### config.mk
export PLATFORM = sky130hd
export DESIGN_NAME = combo_lock
export DESIGN_NICKNAME = d
export VERILOG_FILES = /design/src/rtl/lock_pkg.sv /design/src/rtl/lock_key_store.sv /design/src/rtl/lock_key_mux.sv /design/src/rtl/lock_seq_fsm.sv /design/src/rtl/combo_lock.sv
export SDC_FILE = /design/constraint.sdc
export NUM_CORES = 1
export LEC_CHECK = 0
export BUFFER_PORTS_ARGS = -buffer_cell sky130_fd_sc_hd__buf_4
export CORE_MARGIN = 8
export CORE_UTILIZATION = 51
export CTS_CLUSTER_SIZE = 40
export DETAILED_ROUTE_END_ITERATION = 12
export GPL_TIMING_DRIVEN = 0
export PLACE_DENSITY_LB_ADDON = 0.1
export SETUP_SLACK_MARGIN = 0.5
export SYNTH_ARGS = -nofsm -noshare
export SYNTH_HDL_FRONTEND = slang
export SYNTH_SLANG_ARGS = --single-unit
### constraint.sdc
create_clock -name clk -period 1.8 [get_ports clk]
set_input_delay 0.09 -clock clk [delete_from_list [all_inputs] [get_ports clk]]
set_output_delay 0.09 -clock clk [all_outputs]
set_load 0.03 [all_outputs]
### src/rtl/lock_pkg.sv
package lock_pkg;

    typedef enum logic [1:0] {
        MODE_STEP = 2'd0,
        MODE_OPEN = 2'd1,
        MODE_FAIL = 2'd2
    } lock_mode_e;

endpackage

### src/rtl/lock_key_store.sv
module lock_key_store #(
    parameter int NUM_KEYS = 3,
    parameter int VAL_W    = 4,
    parameter int IDX_W    = 2
) (
    input  logic                              clk,
    input  logic                              rst_n,
    input  logic                              open_i,
    input  logic                              wr_en_i,
    input  logic [IDX_W-1:0]                  wr_idx_i,
    input  logic [VAL_W-1:0]                  wr_data_i,
    output logic [NUM_KEYS-1:0][VAL_W-1:0]    keys_o
);

    typedef struct packed {
        logic [NUM_KEYS-1:0][VAL_W-1:0] keys;
    } store_t;

    store_t store_d, store_q;
    logic   wr_allow;

    assign wr_allow = !rst_n || open_i;

    always_comb begin
        store_d = store_q;
        for (int k = 0; k < NUM_KEYS; k++) begin
            if (wr_allow && wr_en_i && (wr_idx_i == IDX_W'(k))) begin
                store_d.keys[k] = wr_data_i;
            end
        end
    end

    always_ff @(posedge clk) begin
        store_q <= store_d;
    end

    assign keys_o = store_q.keys;


    key_locked_chk: assert property (@(posedge clk) disable iff (!rst_n)
        !open_i |=> $stable(keys_o));


    key_write_chk: assert property (@(posedge clk) disable iff (!rst_n)
        (open_i && wr_en_i && wr_idx_i == '0) |=> keys_o[0] == $past(wr_data_i));

endmodule

### src/rtl/lock_key_mux.sv
module lock_key_mux #(
    parameter int NUM_KEYS = 3,
    parameter int VAL_W    = 4,
    parameter int IDX_W    = 2
) (
    input  logic [NUM_KEYS-1:0][VAL_W-1:0] keys_i,
    input  logic [IDX_W-1:0]               sel_i,
    input  logic [VAL_W-1:0]               code_i,
    output logic                           match_o
);

    logic [VAL_W-1:0] picked;

    always_comb begin
        picked = '0;
        for (int k = 0; k < NUM_KEYS; k++) begin
            if (sel_i == IDX_W'(k)) begin
                picked = keys_i[k];
            end
        end
    end

    assign match_o = (picked == code_i);

endmodule

### src/rtl/lock_seq_fsm.sv
module lock_seq_fsm
    import lock_pkg::*;
#(
    parameter int NUM_KEYS = 3,
    parameter int IDX_W    = 2
) (
    input  logic             clk,
    input  logic             rst_n,
    input  logic             stb_i,
    input  logic             match_i,
    output logic [IDX_W-1:0] sel_o,
    output logic             open_o
);

    localparam logic [IDX_W-1:0] LAST_IDX = IDX_W'(NUM_KEYS - 1);

    typedef struct packed {
        lock_mode_e       mode;
        logic [IDX_W-1:0] idx;
    } fsm_t;

    fsm_t fsm_d, fsm_q;

    always_comb begin
        fsm_d = fsm_q;
        if (fsm_q.mode == MODE_STEP && stb_i) begin
            if (!match_i) begin
                fsm_d.mode = MODE_FAIL;
                fsm_d.idx  = '0;
            end else if (fsm_q.idx == LAST_IDX) begin
                fsm_d.mode = MODE_OPEN;
                fsm_d.idx  = '0;
            end else begin
                fsm_d.idx  = fsm_q.idx + 1'b1;
            end
        end
    end

    always_ff @(posedge clk or negedge rst_n) begin
        if (!rst_n) begin
            fsm_q <= '{mode: MODE_STEP, idx: '0};
        end else begin
            fsm_q <= fsm_d;
        end
    end

    assign sel_o  = fsm_q.idx;
    assign open_o = (fsm_q.mode == MODE_OPEN);


    last_match_opens_chk: assert property (@(posedge clk) disable iff (!rst_n)
        (fsm_q.mode == MODE_STEP && stb_i && match_i && sel_o == LAST_IDX) |=> open_o);


    mismatch_fails_chk: assert property (@(posedge clk) disable iff (!rst_n)
        (fsm_q.mode == MODE_STEP && stb_i && !match_i) |=> (fsm_q.mode == MODE_FAIL && !open_o));


    idle_hold_chk: assert property (@(posedge clk) disable iff (!rst_n)
        !stb_i |=> $stable(fsm_q));


    open_sticky_chk: assert property (@(posedge clk) disable iff (!rst_n)
        open_o |=> open_o);


    fail_sticky_chk: assert property (@(posedge clk) disable iff (!rst_n)
        (fsm_q.mode == MODE_FAIL) |=> (fsm_q.mode == MODE_FAIL));

endmodule

### src/rtl/combo_lock.sv
module combo_lock #(
    parameter  int NUM_KEYS = 3,
    parameter  int VAL_W    = 4,
    localparam int IDX_W    = (NUM_KEYS > 1) ? $clog2(NUM_KEYS) : 1
) (
    input  logic             clk,
    input  logic             rst_n,
    input  logic [VAL_W-1:0] code_in,
    input  logic             code_stb,
    input  logic             key_wr_en,
    input  logic [IDX_W-1:0] key_wr_idx,
    input  logic [VAL_W-1:0] key_wr_data,
    output logic             unlocked
);

    logic [NUM_KEYS-1:0][VAL_W-1:0] keys;
    logic [IDX_W-1:0]               step_sel;
    logic                           step_match;
    logic                           is_open;

    lock_key_store #(.NUM_KEYS(NUM_KEYS), .VAL_W(VAL_W), .IDX_W(IDX_W)) store_i (
        .clk       (clk),
        .rst_n     (rst_n),
        .open_i    (is_open),
        .wr_en_i   (key_wr_en),
        .wr_idx_i  (key_wr_idx),
        .wr_data_i (key_wr_data),
        .keys_o    (keys)
    );

    lock_key_mux #(.NUM_KEYS(NUM_KEYS), .VAL_W(VAL_W), .IDX_W(IDX_W)) mux_i (
        .keys_i  (keys),
        .sel_i   (step_sel),
        .code_i  (code_in),
        .match_o (step_match)
    );

    lock_seq_fsm #(.NUM_KEYS(NUM_KEYS), .IDX_W(IDX_W)) fsm_i (
        .clk     (clk),
        .rst_n   (rst_n),
        .stb_i   (code_stb),
        .match_i (step_match),
        .sel_o   (step_sel),
        .open_o  (is_open)
    );

    assign unlocked = is_open;


    reset_closed_chk: assert property (@(posedge clk)
        !rst_n |=> !unlocked);

endmodule

* After elaboration in Yosys (flattened, before gate mapping) *
Cells that the tools add are included.
W data, S select, Z words.

word-level totals
  word-level logic and storage cells = 30
  register bits after elaboration = 16
  input port bits = 14

cells by class
  eq/ne operators = 7
  multiplexer cells = 6
  $add $sub $neg = 1
  reduce and logical (&&, ||, !) cells = 11

operator list
  operator               count
  $mux W4                4
  $eq A2 B1 Y1 const B   3
  $logic_not A2 Y1       3
  $logic_and A1 B1 Y1    5
  $eq A2 B2 Y1 const B   2
  $eq A4 B4 Y1           1
  $mux W2                2
  $add A2 B1 Y2 const B  1
  $ne A2 B2 Y1 const B   1
  $reduce_and A2 Y1      1
  $logic_not A1 Y1       1
  $logic_or A1 B1 Y1     1

* Depth between registers and ports, before layout *
Gate-level depths: netlist of run 1.

  depth after elaboration = 7
  gate-level depth with buffers = 6
  depth with buffers taken out = 5

* Modules after synthesis *
From an unflattened synthesis of run 1, not the netlist that was laid out.

unflattened totals
  cell total of the unflattened synthesis = 50
  area, all modules = 764.5 µm²

by module, submodules not included
  module          cells an instance  area an instance (µm²)  instances
  lock_key_store  16                 414.1                   1
  lock_seq_fsm    16                 201.4                   1
  lock_key_mux    18                 148.9                   1

* Least setup slack after synthesis of run 1 *
No wires, ideal clock.

  path kind = flip-flop to flip-flop
  start = register fsm_i.fsm_q[3] (netlist bit)
  end = register store_i.store_q (netlist bit store_i.keys_o[10]) (enable)
  data arrival time = 1.493 ns
  cell stages (with the launch flop) = 4
  setup time = 0.367 ns
  clock period less this slack = 1.860 ns
  slack = -0.060 ns
  cells stage by stage = dfrtp_1 > nor2_1 > o21ai_0 > nor3b_1

on the way
  cells in the longest elaborated chain, start to end = 4

RTL lines
  item                               line                  source
  start: declaration                 lock_seq_fsm.sv:22    fsm_t fsm_d, fsm_q;
  start signal: assignment           lock_seq_fsm.sv:41    fsm_q <= '{mode: MODE_STEP, idx: '0};
  start signal: assignment           lock_seq_fsm.sv:43    fsm_q <= fsm_d;
  $eq A2 B1 Y1                       lock_seq_fsm.sv:48    assign open_o = (fsm_q.mode == MODE_OPEN);
  net unlocked                       combo_lock.sv:13      output logic unlocked
  $logic_or A1 B1 Y1                 lock_key_store.sv:22  assign wr_allow = !rst_n || open_i;
  $logic_and A1 B1 Y1 (2 in series)  lock_key_store.sv:27  if (wr_allow && wr_en_i && (wr_idx_i == IDX_W'(k))) begin
  end signal: assignment             lock_key_store.sv:34  store_q <= store_d;
  end: declaration                   lock_key_store.sv:19  store_t store_d, store_q;

The timed path passes the listed nets, and every way through them passes these cells.
A chain may end at the register's enable or synchronous reset.

* Worst setup path in the final report of run 1 *
  start = register fsm_i.fsm_q (netlist bit fsm_i.sel_o[1])
  end = register fsm_i.fsm_q[3] (netlist bit)

on the way
  cells in the longest elaborated chain, start to end = 7

RTL lines
  item                                line                source
  $logic_not A2 Y1                    lock_key_mux.sv:17  if (sel_i == IDX_W'(k)) begin
  $mux W4 (3 in series)               lock_key_mux.sv:17
  $eq A4 B4 Y1                        lock_key_mux.sv:23  assign match_o = (picked == code_i);
  $ne A2 B2 Y1 (no source line)       n/a
  $reduce_and A2 Y1 (no source line)  n/a

Parallel ways exist; a longest one is shown, timed or not.

==> out/results.ini, run 1 <==
[worst_setup_path]
critPathLaunch = fsm_i.sel_o[1]
max_stage_delay_ns = 0.38
crit_arrival_ns = 1.81
worstPathCellList = buf_6 -> buf_4 -> o21ai_1 -> xnor2_1 -> nand4_1 -> a31o_2
required_ns = 1.97
path_class = reg -> reg
end_kind = register
worstSetupStartpointType = register
r2r_start = fsm_i.sel_o[1]
slowest_stage = dfrtp_1
path_max_fanout = 7

[routing]
totalWireLength_um = 1210
drt_iter0_markers = 3
vias = 465
drc = 0
first_pass_iters = 4
viasPerCell = 5.00
ant_nets = 0
wl_per_cell_um = 13.0

[power]
power.internal_uw = 524
p_per_area_nw_per_um2 = 643
combPwrFrac_pct = 9.9
ir_worst_vdd_v = 0.000401
power_leakage_nw = 0.383
swShare_pct = 19.8
p_seq_share_pct = 62.5
clock_power_share_pct = 27.6
p_sw_uw = 129

[floorplanning]
die_area_um2 = 2880
ios = 15
start_util_pct = 54.8
die_h_um = 53.6
row_count = 13
core-area_um2 = 1320
fp.dieW_um = 53.6

[clocking]
cts_sinks = 16
numCtsBuffers = 3
cts_max_level = 1
clockBufferDepth = 2
root_buffer = clkbuf_4
insertion_delay_ns = 0.28
cts_tree = built
cts.clk_slew.worst_paths_ns = 0.09

[synth]
synthMuxAreaShare_pct = 5.55
synth_simple_gate_area_share_pct = 10.4
syn_nets = 67
netlist_area_um2 = 722
synth.distinct_cells = 20
synth_seq_cells = 16
synth_top_family_by_area = simple AND/OR/NAND/NOR gates
synth_xor_area_share_pct = 4.85
yosys.area_share.adder_pct = 0
synth_warnings = 0
ys_seq_area_share_pct = 63.8
postSynthCellCount = 53
synth_area_per_cell_um2 = 13.6
synth-compound-area-share_pct = 9.19

[finish]
final_cells = 93
area_growth_pct = 40.7
fin_nets = 93
n_antenna_cell = 0
drive_gt1_share_pct = 48.7

[worst_hold_path]
hp-start = key_wr_data[3]
hold_class = in -> reg

[place]
finalWeightedCongestion = 0.662
io_buffers = 14
placed_cells = 82

[timing]
hold_viol = 0
grt_setup_unrepaired = true
final.setup_skew_ns = 0.00919
final.setup.tns_ns = 0
finalMaxSlewViolations = 0
fmax_mhz = 613
period_share_pct = 90.6
setup_viol = 0
worstMarginPinSlew_ns = 0.270
max_slew_margin_pct = 81.9
min_period_ns = 1.63

[global_route]
overflow = 0
grt_pass1_wl_um = 2040
antenna_found_initial = 0
grt_usage_pct = 9.40
grt_pass1_vias = 496
grt_max_degree = 10

[status]
status = finished, final reports clean

[job]
maxCapViolCount = 0

## cell usage after synthesis (all sizes together)
cell type | n | area (µm²)
nand2b | 1 | 13.8
nand4 | 1 | 6.26
a31o | 1 | 8.76
nor2 | 1 | 3.75
inv | 6 | 22.5
nand2 | 3 | 11.3
mux2i | 4 | 40.0
o41ai | 1 | 16.3
nand3 | 1 | 5.00
xnor2 | 4 | 35.0
or3 | 1 | 7.51
o22ai | 3 | 18.8
edfxtp | 12 | 360
o21ai | 3 | 15.0
buf | 2 | 22.5
nand3b | 1 | 7.51
nor3b | 2 | 15.0
o31ai | 1 | 7.51
dfrtp | 4 | 100
nor3 | 1 | 5.00
## metrics by stage
step | utilization [%] | instance area [µm²] | setup WS, ns | hold WS (ns) | power, mW
floorplan | - | 793 | 0.358 | -0.206 | 0.440
global placement | 69.6 | 917 | 0.233 | -0.108 | 0.473
detailed placement | 69.6 | 917 | 0.192 | -0.106 | 0.474
CTS | 74.5 | 982 | 0.188 | 0.00217 | 0.659
global route | 77.1 | 1020 | 0.0857 | 0.00113 | 0.679
finish | 77.1 | 1020 | 0.169 | 0.0114 | 0.653
## registers in the layout (all words and copies together) (netlist names)
signal,cells
fsm_i.fsm_q,2
fsm_i.sel_o,2
store_i.keys_o,12
## final cells by class
type	instances	area, µm²
Buffer	2	22.5
Clock buffer	3	22.5
Multi-Input combinational cell	29	297
Clock inverter	1	3.75
Tap cell	15	18.8
Timing Repair Buffer	21	168
Fill cell	88	302
Inverter	6	22.5
Sequential cell	16	462
## cell usage in the layout, fill, tap and decap left out, types with 2 or more instances in the layout
master	count
buf_4	17
edfxtp_1	12
inv_1	5
xnor2_1	4
dlygate4sd3_1	4
mux2i_1	3
o22ai_2	3
nand2_1	3
clkbuf_4	3
dfrtp_1	3
nor3b_4	2
buf_6	2
## timing repair
| action | CTS | global route |
|---|---|---|
| hold buffers | 3 | 1 |
| setup buffers | 1 | 2 |
| pin swaps | 6 | 5 |
| gates resized for setup | 2 | 2 |
| endpoints found under the setup margin | 10 | 12 |
| endpoints found under the hold margin | 10 | 3 |
## kinds of logic (layout without fill, tap and decap cells)
group	Yosys count	count (layout)
flops	16	16
simple gates	12	12
compound gates	9	9
buf+inv	8	33
xor+xnor	4	4
mux	4	4
## power by group through the flow
stage / logic [mW] / clock network, mW / registers (mW)
CTS: 0.0631 / 0.188 / 0.408
floorplan: 0.0240 / 0 / 0.416
finish: 0.0643 / 0.180 / 0.408
global route: 0.0700 / 0.200 / 0.409
detailed placement: 0.0581 / 0 / 0.416
global placement: 0.0565 / 0 / 0.416
## layer usage
metal	GRT usage [%]	share of wire [%]	vias up
li1	-	-	240
met1	11.3	46	214
met2	14.6	48	11
met3	3.03	5.9	0
met4	5.04	0	0
met5	0	0	-
## path summary, 6_finish.rpt
check	depth (start not counted)	slack, ns	endpoint
setup / recovery	6	0.17	fsm_i.fsm_q[3]
hold / removal	1	0.01	store_i.keys_o[11]
max in group asynchronous	2	1.44	fsm_i.fsm_q[3]
hold reg to reg	3	0.61	fsm_i.fsm_q[2]
min in group asynchronous	2	0.17	fsm_i.sel_o[0]
setup reg to reg	6	0.17	fsm_i.fsm_q[3]
## critical path, delay by kind of cell (launching register included)
| family | cells | cell delay (ns) |
|---|---|---|
| and+or+nand+nor | 1 | 0.24 |
| xor gates and xnor gates | 1 | 0.14 |
| DFF | 1 | 0.38 |
| buffers and inverters | 2 | 0.27 |
| AOI/OAI and AO/OA | 2 | 0.49 |
Power figures use the tool's default switching activity.
==> run 2, diff against run 1 <==
Settings changed: SYNTH_HIERARCHICAL set to 1.
==> run 2 against run 1 <==
  * The run now ends with negative setup slack left
  * Hold slack improved by 0.028 ns
  * Non-clock buffer count rose by 7
  * Via count increased by 11%
  * Global-route usage up 2.6 points
  * Critical path type unchanged
  * Critical endpoint is now fsm_i/sel_o[1]
  * Highest routed layer unchanged
==> out/results.ini, run 2 <==
[floorplanning]
ios = 15  ; unchanged
core-area_um2 = 1450  ; was 1320 µm²
row_count = 14  ; was 13
fp.dieW_um = 54.7  ; was 53.6 µm
die_h_um = 54.7  ; was 53.6 µm
die_area_um2 = 2990  ; was 2880 µm²
start_util_pct = 52.6  ; was 54.8%

[finish]
fin_util_pct = 73.2  ; was 77.1%
drive_gt1_share_pct = 49.4  ; was 48.7%
largest_register_ffs = 12  ; unchanged
layout_commonest_cell = buf_4  ; unchanged
fin_nets = 96  ; was 93
n_antenna_cell = 0  ; unchanged
layout_common_cells = buf_4 (23), edfxtp_1 (12), dlygate4sd3_1 (5)  ; was buf_4 (17), edfxtp_1 (12), inv_1 (5), xnor2_1 (4), dlygate4sd3_1 (4)
area_growth_pct = 39.3  ; was 40.7%
fin_area_um2 = 1060  ; was 1020 µm²
final_cells = 97  ; was 93

[synth]
synthTopCellsByArea = edfxtp_1 (47%), dfrtp_1 (13%), mux2i_1 (5.2%), xor2_1 (4.6%), nand3b_1 (3.9%)  ; was edfxtp_1 (50%), dfrtp_1 (14%), mux2i_1 (5.5%), xnor2_1 (4.9%), buf_6 (3.1%)
synth_area_per_cell_um2 = 15.3  ; was 13.6 µm²
netlist_area_um2 = 764  ; was 722 µm²
synth_seq_cells = 16  ; unchanged
synthArstFlopShare_pct = 25.0  ; unchanged
yosys.area.top_type = edfxtp_1  ; unchanged
synth_edf_count = 12  ; unchanged
syn_nets = 64  ; was 67
synth_commonest_cells = edfxtp_1 (12), dfrtp_1 (4), mux2i_1 (4), nand3b_1 (4), xor2_1 (4)  ; was edfxtp_1 (12), inv_1 (6), dfrtp_1 (4), mux2i_1 (4), xnor2_1 (4)
synth.distinct_cells = 22  ; was 20
ys_seq_area_share_pct = 60.2  ; was 63.8%
ys.flop_type = edfxtp_1  ; unchanged
synth.top_cell.area_share_pct = 47.1  ; was 49.9%
synth_warnings = 6  ; was 0
postSynthCellCount = 50  ; was 53
post-synth-top-count-cell = edfxtp_1  ; unchanged

[worst_setup_path]
path_class = reg -> reg  ; unchanged
required_ns = 1.97  ; about the same
path_max_fanout = 8  ; was 7
end_kind = register  ; unchanged
rr_worst_depth = 9  ; was 6
worstSetupStartpointType = register  ; unchanged
crit_arrival_ns = 2.06  ; was 1.81 ns
rrSetupSlack_ns = -0.09  ; was 0.17 ns

[global_route]
antenna_found_initial = 0  ; unchanged
grt_pass1_vias = 564  ; was 496
grt_usage_pct = 12.1  ; was 9.40%
overflow = 0  ; unchanged
grt_pass1_wl_um = 2550  ; was 2040 µm
grt_max_degree = 10  ; unchanged

[timing]
fmax_mhz = 530  ; was 613 MHz
final.setup.tns_ns = -0.165  ; was 0 ns
grt_setup_unrepaired = true  ; unchanged
period_share_pct = 105  ; was 90.6%
finalMaxSlewViolations = 0  ; unchanged
hold_viol = 0  ; unchanged
worst_hold_slack_ns = 0.0398  ; was 0.0114 ns
setup_viol = 3  ; was 0
max_slew_margin_pct = 83.3  ; was 81.9%
final.setup_skew_ns = 0.00300  ; was 0.00919 ns
timing.final.ws_setup_ns = -0.0884  ; was 0.169 ns
worstMarginPinSlew_ns = 0.250  ; was 0.270 ns
min_period_ns = 1.89  ; was 1.63 ns

[routing]
ant_nets = 0  ; unchanged
totalWireLength_um = 1560  ; was 1210 µm
wl_per_cell_um = 16.1  ; was 13.0 µm
vias = 515  ; was 465
drc = 0  ; unchanged
first_pass_iters = 4  ; unchanged
viasPerCell = 5.31  ; was 5.00
drt_iter0_markers = 3  ; unchanged

[clocking]
numCtsBuffers = 3  ; unchanged
cts_max_level = 1  ; unchanged
clockBufferDepth = 2  ; unchanged
insertion_delay_ns = 0.27  ; was 0.28 ns
cts_tree = built  ; unchanged
cts.clk_slew.worst_paths_ns = 0.09  ; about the same
cts_sinks = 16  ; unchanged
root_buffer = clkbuf_4  ; unchanged

[place]
placed_cells = 80  ; was 82
post-place-ws_ns = -0.194  ; was 0.192 ns
io_buffers = 14  ; unchanged
finalWeightedCongestion = 0.671  ; was 0.662
dp_hpwl_um = 1070
dpl_cell_area_um2 = 911  ; was 917 µm²

[worst_hold_path]
hold_class = in -> reg  ; unchanged
hold_path_depth = 2  ; was 1

[status]
status = complete, but fails checks  ; was finished, final reports clean
violations = negative setup slack

[power]
power_uw = 690  ; was 653 µW
power_leakage_nw = 0.419  ; was 0.383 nW
ir_worst_vdd_v = 0.000569  ; was 0.000401 V
p_per_area_nw_per_um2 = 648  ; was 643 nW/µm²

[job]
maxCapViolCount = 0  ; unchanged

==> run 2: cell types whose count changed in the layout (fill, tap and decap cells not counted), sizes merged, moves of 2 or more <==
cell    before  now
nand2        3    0
nand3b       1    4
buf         19   25
nor2b        0    2
mux2         0    2
xnor2        4    0
inv          6    0
o22ai        3    0
and4bb       0    2
xor2         0    4
==> run 2: metal layers <==
layer  wire, µm  part of all wire [%]  up-vias  track usage, %
met2        818                    53       13            21.3
met4          0                     0        0            4.92
li1           -                     -      253               -
met5          0                     0        -               0
met3         90                   5.8        0            3.80
met1        648                    42      249            12.9
==> run 2: area by class of cell <==
class | count | area (µm²)
clock buffers | 3 | 22.5
clock inverters | 1 | 3.75
well taps | 16 | 20.0
plain buffers | 3 | 33.8
repair buffers | 27 | 215
fillers | 109 | 389
multi-input cells | 31 | 309
flip-flops and latches | 16 | 460
==> run 2: what timing repair did <==
action,CTS,global route
hold buffers,5,0
endpoints found under the setup margin,16,13
setup buffers,6,2
pin swaps,8,7
gates resized for setup,3,3
hold endpoints to repair,16,0
gates cloned,0,0
==> run 2: worst paths after layout <==
kind	start	end
min	code_stb	fsm_i/fsm_q[3]
max in group asynchronous	rst_n	fsm_i/sel_o[1]
max	fsm_i/sel_o[0]	fsm_i/sel_o[1]
max reg2reg	fsm_i/sel_o[0]	fsm_i/sel_o[1]
min reg2reg	fsm_i/fsm_q[2]	fsm_i/fsm_q[2]
min in group asynchronous	rst_n	fsm_i/fsm_q[2]
==> run 2: cells by family after synthesis <==
logic type | after synthesis | share of synthesized area [%]
AOI/OAI and AO/OA | 6 | 4.58
DFF | 16 | 60.2
xor gates and xnor gates | 4 | 4.58
and+or+nand+nor | 15 | 19.0
muxes | 6 | 8.18
buffers and inverters | 3 | 3.44
==> run 2: report_power, final <==
part           leakage [nW]  switching [mW]  total, mW  internal [mW]
clock                0.0154           0.109      0.189         0.0802
sequential            0.160         0.00328      0.411          0.407
combinational         0.244          0.0345     0.0905         0.0560
==> run 2: worst max-delay path, stage by stage, from the launching register on <==
cell	delay [ns]
dfrtp_1	0.40
buf_6	0.12
buf_8	0.12
mux2i_1	0.11
o21ai_1	0.18
xor2_1	0.19
nor4_2	0.06
buf_4	0.15
and3b_2	0.19
mux2_2	0.25
